<file path="config.mk">
export PLATFORM = sky130hd
export DESIGN_NAME = uart_afc
export DESIGN_NICKNAME = d
export VERILOG_FILES = /design/src/rtl/afc_pkg.sv /design/src/rtl/afc_cts_gate.sv /design/src/rtl/afc_rts_ctrl.sv /design/src/rtl/uart_afc.sv
export SDC_FILE = /design/constraint.sdc
export NUM_CORES = 1
export LEC_CHECK = 0
export BUFFER_PORTS_ARGS = -buffer_cell sky130_fd_sc_hd__buf_2
export CAP_MARGIN = 0
export CORE_AREA = 3 3 40 42
export CTS_BUF_LIST = sky130_fd_sc_hd__clkbuf_8
export CTS_CLUSTER_DIAMETER = 50
export DETAILED_ROUTE_END_ITERATION = 8
export DIE_AREA = 0 0 43 45
export PLACE_DENSITY = 0.47
export SLEW_MARGIN = 0
export SYNTH_ARGS = -nofsm -noshare
export SYNTH_HDL_FRONTEND = slang
export SYNTH_SLANG_ARGS = --single-unit
export TNS_END_PERCENT = 50
</file>
<file path="constraint.sdc">
create_clock -name clk -period 0.9 [get_ports clk]
set_input_delay 0.18 -clock clk [delete_from_list [all_inputs] [get_ports clk]]
set_output_delay 0.18 -clock clk [all_outputs]
set_load 0.005 [all_outputs]
</file>
<file path="src/rtl/afc_pkg.sv">
package afc_pkg;
  localparam int MCR_AUTO_BIT = 5;
  localparam int MCR_RTS_BIT  = 1;

  typedef enum logic [1:0] {
    AFC_OFF  = 2'd0,
    AFC_CTS  = 2'd1,
    AFC_BOTH = 2'd2
  } afc_mode_e;

  function automatic afc_mode_e afc_decode(input logic [7:0] mcr);
    if (!mcr[MCR_AUTO_BIT])    return AFC_OFF;
    else if (mcr[MCR_RTS_BIT]) return AFC_BOTH;
    else                       return AFC_CTS;
  endfunction
endpackage

</file>
<file path="src/rtl/afc_cts_gate.sv">
module afc_cts_gate #(
  parameter int SYNC_STAGES = 2
) (
  input  logic clk,
  input  logic rst,
  input  logic auto_cts_i,
  input  logic cts_n_i,
  output logic tx_permit_o
);
  logic [SYNC_STAGES-1:0] sync_q;
  logic                   cts_n_sync;
  logic                   permit_q;

  // Bring the asynchronous pin into the clock domain; idle level is inactive (high).
  always_ff @(posedge clk) begin
    if (rst) sync_q <= '1;
    else     sync_q <= {sync_q[SYNC_STAGES-2:0], cts_n_i};
  end

  assign cts_n_sync = sync_q[SYNC_STAGES-1];

  always_ff @(posedge clk) begin
    if (rst)             permit_q <= 1'b0;
    else if (auto_cts_i) permit_q <= ~cts_n_sync;
    else                 permit_q <= 1'b1;
  end

  assign tx_permit_o = permit_q;

  // inactive synchronized CTS withdraws the permit
  assert_cts_blocks_R2: assert property (@(posedge clk) disable iff (rst)
    (auto_cts_i && cts_n_sync) |=> !tx_permit_o);
  // active synchronized CTS grants the permit
  assert_cts_grants_R2: assert property (@(posedge clk) disable iff (rst)
    (auto_cts_i && !cts_n_sync) |=> tx_permit_o);
  // without auto-CTS the permit is always given
  assert_no_gate_R3: assert property (@(posedge clk) disable iff (rst)
    !auto_cts_i |=> tx_permit_o);
endmodule

</file>
<file path="src/rtl/afc_rts_ctrl.sv">
module afc_rts_ctrl #(
  parameter int DEPTH = 16,
  parameter int CNT_W = $clog2(DEPTH + 1)
) (
  input  logic             clk,
  input  logic             rst,
  input  logic             auto_rts_i,
  input  logic             sw_rts_i,
  input  logic [CNT_W-1:0] rx_count_i,
  input  logic             rx_first_bit_i,
  output logic             rts_n_o
);
  localparam logic [CNT_W-1:0] REL_LVL  = CNT_W'(DEPTH - 1);
  localparam logic [CNT_W-1:0] FULL_LVL = CNT_W'(DEPTH);

  logic hold_q, hold_nxt;
  logic rts_n_q;
  logic at_rel, at_full;

  assign at_rel  = (rx_count_i >= REL_LVL);
  assign at_full = (rx_count_i >= FULL_LVL);

  // Early release: the last free slot is being filled by the character now on the wire.
  always_comb begin
    if (!auto_rts_i)                           hold_nxt = 1'b0;
    else if ((rx_first_bit_i && at_rel) || at_full) hold_nxt = 1'b1;
    else if (!at_rel)                          hold_nxt = 1'b0;
    else                                       hold_nxt = hold_q;
  end

  always_ff @(posedge clk) begin
    if (rst) begin
      hold_q  <= 1'b0;
      rts_n_q <= 1'b1;
    end else begin
      hold_q  <= hold_nxt;
      rts_n_q <= auto_rts_i ? hold_nxt : ~sw_rts_i;
    end
  end

  assign rts_n_o = rts_n_q;

  // strobe at the release level drops RTS on the next edge
  assert_early_release_R5: assert property (@(posedge clk) disable iff (rst)
    (auto_rts_i && rx_first_bit_i && rx_count_i == REL_LVL) |=> rts_n_o);
  // a full FIFO never leaves RTS active
  assert_full_release_R6: assert property (@(posedge clk) disable iff (rst)
    (auto_rts_i && at_full) |=> rts_n_o);
  // below the release level with auto-RTS, RTS is active
  assert_below_active_R4: assert property (@(posedge clk) disable iff (rst)
    (auto_rts_i && !at_rel) |=> !rts_n_o);
  // manual mode mirrors the software bit
  assert_manual_follow_R8: assert property (@(posedge clk) disable iff (rst)
    !auto_rts_i |=> (rts_n_o == !$past(sw_rts_i)));
endmodule

</file>
<file path="src/rtl/uart_afc.sv">
module uart_afc
  import afc_pkg::*;
#(
  parameter int DEPTH       = 16,
  parameter int SYNC_STAGES = 2,
  parameter int CNT_W       = $clog2(DEPTH + 1)
) (
  input  logic             clk,
  input  logic             rst,
  input  logic [7:0]       mcr_i,
  input  logic [CNT_W-1:0] rx_count_i,
  input  logic             rx_first_bit_i,
  input  logic             cts_n_i,
  output logic             rts_n_o,
  output logic             tx_permit_o
);
  afc_mode_e mode;
  logic      auto_cts, auto_rts;

  assign mode     = afc_decode(mcr_i);
  assign auto_cts = (mode == AFC_CTS) || (mode == AFC_BOTH);
  assign auto_rts = (mode == AFC_BOTH);

  afc_cts_gate #(.SYNC_STAGES(SYNC_STAGES)) u_cts (
    .clk         (clk),
    .rst         (rst),
    .auto_cts_i  (auto_cts),
    .cts_n_i     (cts_n_i),
    .tx_permit_o (tx_permit_o)
  );

  afc_rts_ctrl #(.DEPTH(DEPTH), .CNT_W(CNT_W)) u_rts (
    .clk            (clk),
    .rst            (rst),
    .auto_rts_i     (auto_rts),
    .sw_rts_i       (mcr_i[MCR_RTS_BIT]),
    .rx_count_i     (rx_count_i),
    .rx_first_bit_i (rx_first_bit_i),
    .rts_n_o        (rts_n_o)
  );

  // auto-RTS never runs without auto-CTS
  assert_mode_nest_R1: assert property (@(posedge clk) disable iff (rst)
    auto_rts |-> auto_cts);
  // outputs sit at their safe values one edge into reset
  assert_reset_state_R9: assert property (@(posedge clk)
    rst |=> (rts_n_o && !tx_permit_o));
endmodule

</file>
==> results.py, run 1 <==
metrics = {
    "setup_path": {
        "cp_max_fo": 1,
        "cp-start-kind": "flop",
        "cp_top_family": "flip-flops",
        "cp_num_buf_inv": 1,
        "slowest_stage": "dfxtp_1",
        "worst_ep_required_time_ns": 0.72,
        "cp.arrival_ns": 0.62,
        "endpoint_kind": "output pin",
        "crit_path_cell_trace": "buf_2",
        "path_class": "flop to output pin",
        "max_stage_delay_ns": 0.29,
    },
    "sta": {
        "grt_setup_unrepaired": "no",
        "max-slew-margin-rel_pct": 82.89,
        "period_minus_slack_ns": 0.8005,
        "setup_violations": 0,
        "fin_skew_ns": 0.001234,
        "tightest_slew_ns": 0.2533,
        "post-route-period-util_pct": 88.95,
        "final-hold-violation-count": 0,
        "final-max-slew-violation-count": 0,
        "fmax_mhz": 1249,
        "fin_tns_setup_ns": 0,
    },
    "final_layout": {
        "instances_no_fill": 44,
        "fillers": 145,
        "final_nets": 47,
        "num_antenna_cells": 0,
        "drive_above_1_share_pct": 65.52,
        "areaGrowthSynthToFinish_pct": 72.26,
    },
    "yosys": {
        "yosysTopAreaCell": "dfxtp_1",
        "yosysSeqAreaShare_pct": 58.39,
        "yosysMostFrequentCell": "dfxtp_1",
        "ys_seq_elements": 5,
        "syn_nets": 30,
        "synth_edf_count": 0,
        "netlist_instances": 13,
        "synth_common_cells": "dfxtp_1, or2_2",
        "synth.avg_cell_area_um2": 13.19,
        "synth_top_flop_cell": "dfxtp_1",
        "synthTopCellsByArea": "dfxtp_1, o31ai_4, nor3b_2",
        "ys_types": 8,
        "yosysWarnings": 0,
        "synth_area_um2": 171.4,
        "synth_async_sr_flop_share_pct": 0,
        "synth_top_area_share_pct": 58.39,
    },
    "floorplan": {
        "core_area_mm2": 0.001285,
        "dieArea_mm2": 0.001935,
        "pin_count": 19,
        "fp-row-count": 13,
        "die_height_um": 45,
        "die_w_um": 43,
        "start_util_pct": 13.34,
    },
    "route": {
        "vias": 160,
        "drcViolationCount": 0,
        "avgViaCountPerCell": 3.636,
        "drt-total-wl_um": 376,
        "dr.pass1.iters": 1,
        "routedWlPerCell_um": 8.545,
        "drt_iter0_drc": 0,
        "final_antenna_net_count": 0,
    },
    "clock_network": {
        "cts_buffers": 3,
        "clk_pin_slew_ns": 0.04,
        "cts_resized": 0,
        "clock_latency_ns": 0.22,
        "cts.sinks": 5,
        "clk_path_buf_depth": 2,
        "htreeDepth": 1,
        "cts_tree": "built",
        "post_cts_buffers": 0,
        "clockRootBuffer": "clkbuf_8",
        "hold_buffers": 0,
    },
    "global_route": {
        "grt_antenna_before_repair": 0,
        "grt_use_total_pct": 6.333,
        "grt_max_degree": 5,
        "overflow": 0,
        "grt_pass1_wl_um": 765,
        "grt_pass1_vias": 202,
    },
    "placed_design": {
        "place.gp.congestion": 0.6653,
        "portBuffers": 12,
        "numPlacedInstances": 40,
        "dp_hpwl_um": 310.3,
    },
    "outcome": {
        "status": "completed",
    },
    "power": {
        "peakVddDrop_v": 0.0006623,
        "leakage_nw": 0.1314,
        "p_per_area_mw_per_mm2": 2320,
        "power_mw": 0.6849,
    },
    "run": {
        "cap_violations": 0,
    },
    "min_path": {
        "hold_class": "primary input to flop",
    },
}
==> per-stage QoR <==
stage	util [%]	worst slack [ns]	instance area, um2	hold slack [ns]
final	22.98	0.09948	295.3	0.1480
after detailed placement	19.47	0.09959	250.2	0.3692
after global placement	19.47	0.1183	250.2	0.3674
after CTS	22.98	0.09215	295.3	0.1425
after global routing	22.98	0.06102	295.3	0.1552
after floorplan	-	0.1765	171.4	0.2491
==> final timing paths <==
path / end / startpoint / cells past startpoint / slack (ns)
setup / recovery: rts_n_o / u_rts.rts_n_o / 1 / 0.1
hold / removal: u_cts.sync_q[0] / cts_n_i / 2 / 0.15
setup reg to reg: u_rts.rts_n_o / u_rts.hold_q / 2 / 0.13
hold reg to reg: u_cts.tx_permit_o / u_cts.sync_q[1] / 1 / 0.40
==> cells by family after synthesis <==
family	Yosys count	synth area share (%)
simple gates	4	18.25
compound gates	4	23.35
flops	5	58.40
==> report_power, final <==
part | switching, mW | internal, mW | leakage (nW) | total, mW
registers | 0.00271 | 0.234 | 0.0414 | 0.236
clock network | 0.105 | 0.292 | 0.0269 | 0.397
logic | 0.0211 | 0.0305 | 0.0631 | 0.0516
total | 0.129 | 0.556 | 0.131 | 0.685
==> sequential cells by signal, indices dropped and copies added, names as in the netlist <==
register,cells
u_rts.rts_n_o,1
u_cts.tx_permit_o,1
u_cts.sync_q,2
u_rts.hold_q,1
==> area by class of cell <==
| class | count | area (um2) | share of cell area (%) |
|---|---|---|---|
| flip-flops and latches | 5 | 100.1 | 33.90 |
| multi-input cells | 8 | 71.32 | 24.15 |
| repair buffers | 12 | 60.06 | 20.34 |
| clock buffers | 3 | 41.29 | 13.98 |
| well taps | 15 | 18.77 | 6.356 |
| clock inverters | 1 | 3.754 | 1.271 |
==> cells in the final DEF (no fill, tap or decap), drive strengths merged <==
master,n
buf,12
dfxtp,5
clkbuf,3
or2,2
a21oi,1
a41oi,1
o31ai,1
nor2b,1
o21ai,1
nor3b,1
inv,1
==> worst register-to-register path: stages (launching register included) <==
cell,delay [ns]
dfxtp_1,0.31
o31ai_4,0.24
o21ai_1,0.09
==> layer usage <==
metal	track usage [%]	share of wire, %	routed length [um]
met1	5.797	43	162
met5	0	0	0
met3	5.578	18	67
met2	6.886	36	137
met4	9.036	2.4	9
(Power assumes the default switching activity.)
==> run 2: changes to the inputs <==
--- a/config.mk
+++ b/config.mk
@@ -5,14 +5,14 @@
 export SDC_FILE = /design/constraint.sdc
 export NUM_CORES = 1
 export LEC_CHECK = 0
-export BUFFER_PORTS_ARGS = -buffer_cell sky130_fd_sc_hd__buf_2
 export CAP_MARGIN = 0
 export CORE_AREA = 3 3 40 42
 export CTS_BUF_LIST = sky130_fd_sc_hd__clkbuf_8
 export CTS_CLUSTER_DIAMETER = 50
 export DETAILED_ROUTE_END_ITERATION = 8
 export DIE_AREA = 0 0 43 45
-export PLACE_DENSITY = 0.47
+export DONT_BUFFER_PORTS = 1
+export PLACE_DENSITY = 0.35
 export SLEW_MARGIN = 0
 export SYNTH_ARGS = -nofsm -noshare
 export SYNTH_HDL_FRONTEND = slang
==> results.py, run 2 (synthesized netlist as in run 1, its figures left out) <==
metrics = {
    "outcome": {
        "status": "completed",
    },
    "run": {
        "cap_violations": 0,
    },
    "final_layout": {
        "mostFrequentLayoutCell": "dfxtp_1",
        "register_area_um2": 100.1,
        "final_cell_mix": "dfxtp_1, clkbuf_8, or2_2",
        "num_antenna_cells": 0,
        "fillers": 141,
        "areaGrowthSynthToFinish_pct": 37.23,
        "utilization_pct": 18.31,
        "multiInputGateArea_um2": 71.32,
        "final_nets": 35,
        "largest_reg_flops": 2,
        "regMostFlops": "u_cts.sync_q",
        "drive_above_1_share_pct": 41.18,
    },
    "setup_path": {
        "crit_path_cell_trace": "o31ai_4, o21ai_1",
        "slowest_stage": "dfxtp_1",
        "cp-start-kind": "flop",
        "reg2reg_slack_ns": 0.14,
        "startpoint": "u_rts.hold_q",
        "reg2reg_to": "u_rts.rts_n_o",
        "endpoint_kind": "flop",
        "cp.arrival_ns": 0.85,
        "max_stage_delay_ns": 0.31,
        "rr_startpoint": "u_rts.hold_q",
        "crit_path_end": "u_rts.rts_n_o",
        "worst_ep_required_time_ns": 0.99,
        "cp_max_fo": 2,
        "path_class": "flop to flop",
        "rr_worst_depth": 2,
    },
    "placed_design": {
        "place.gp.congestion": 0.5784,
        "pre_cts_ws_ns": 0.1452,
        "portBuffers": 0,
    },
    "sta": {
        "final-max-slew-violation-count": 0,
        "period_minus_slack_ns": 0.7566,
        "fin_ws_ns": 0.1434,
        "fmax_mhz": 1322,
        "grt_setup_unrepaired": "no",
        "holdWs_ns": 0.02835,
        "max-slew-margin-rel_pct": 82.91,
        "setup_violations": 0,
        "fin_tns_setup_ns": 0,
        "final-hold-violation-count": 0,
        "post-route-period-util_pct": 84.06,
        "tightest_slew_ns": 0.2530,
        "fin_skew_ns": 0.004027,
    },
    "power": {
        "combPwrFrac_pct": 2.9,
        "pwr-share-seq_pct": 36.2,
        "p_per_area_mw_per_mm2": 2799,
        "switchingPower_mw": 0.1200,
        "peakVddDrop_v": 0.0008828,
        "leakage_nw": 0.08442,
        "netSwitchingFraction_pct": 18.22,
        "pwr-share-clk_pct": 60.8,
        "intPower_mw": 0.5385,
    },
    "min_path": {
        "hold_class": "primary input to flop",
    },
    "route": {
        "final_antenna_net_count": 0,
        "drcViolationCount": 0,
        "routedWlPerCell_um": 11.19,
        "avgViaCountPerCell": 3.625,
        "drt_iter0_drc": 2,
        "drt-total-wl_um": 358,
        "dr.pass1.iters": 2,
        "vias": 116,
    },
    "clock_network": {
        "clock_latency_ns": 0.22,
        "clk_pin_slew_ns": 0.04,
        "cts.sinks": 5,
        "clk_path_buf_depth": 2,
        "hold_buffers": 0,
        "htreeDepth": 1,
        "cts_buffers": 3,
        "post_cts_buffers": 0,
        "cts_tree": "built",
        "cts_resized": 0,
        "clockRootBuffer": "clkbuf_8",
    },
    "global_route": {
        "grt_antenna_before_repair": 0,
        "grt_max_degree": 5,
        "grt_pass1_wl_um": 496,
        "grt_pass1_vias": 135,
        "overflow": 0,
        "grt_use_total_pct": 4.254,
    },
    "floorplan": {
        "core_area_mm2": 0.001285,
        "start_util_pct": 13.34,
        "die_w_um": 43,
        "die_height_um": 45,
        "pin_count": 19,
        "fp-row-count": 13,
        "dieArea_mm2": 0.001935,
    },
}
==> run 2: cell types whose count changed in the layout (fill, tap and decap cells not counted), sizes merged <==
cell  before  now
buf       12    0
==> run 2: through the flow <==
step	power, mW	cell area, um2	cells
3_5_place_dp	0.2618	190.2	28
6_report	0.6585	235.2	32
2_1_floorplan	0.2581	171.4	13
4_1_cts	0.6710	235.2	32
5_1_grt	0.6828	235.2	32
3_3_place_gp	0.2601	190.2	28
==> run 2: cell type report <==
type                       instances  share of cell area (%)
sequential                         5                   42.55
multi-input combinational          8                   30.32
clock buffer                       3                   17.55
tap                               15                   7.979
clock inverter                     1                   1.596
==> run 2: critical path, delay by kind of cell (launching register included) <==
kind           cells  cell delay [ns]
AO/OA/AOI/OAI      2             0.32
flip-flops         1             0.31
==> run 2: worst min-delay path by stage <==
stage	start	to	slack [ns]	depth (start not counted)
CTS	rst	u_cts.tx_permit_o	0.02	1
detailed placement	rst	u_cts.tx_permit_o	0.26	1
finish	rst	u_cts.tx_permit_o	0.03	1
global placement	rst	u_cts.tx_permit_o	0.25	1
global route	rst	u_cts.tx_permit_o	0.02	1
floorplan	rst	u_cts.tx_permit_o	0.25	1
==> run 2: layer usage <==
layer  vias up  GRT usage (%)  part of all wire [%]
li1         55              -                     -
met1        47          4.600                    52
met2        14          4.192                    29
met3         0          5.976                    18
met4         0          1.807                     0
met5         -              0                     0
==> run 2: power by group through the flow <==
stage / clock, mW / sequential [mW] / combinational, mW
floorplan: 0 / 0.240 / 0.0176
global placement: 0 / 0.242 / 0.0184
detailed placement: 0 / 0.242 / 0.0198
CTS: 0.412 / 0.239 / 0.0198
global route: 0.422 / 0.239 / 0.0215
finish: 0.401 / 0.239 / 0.0194
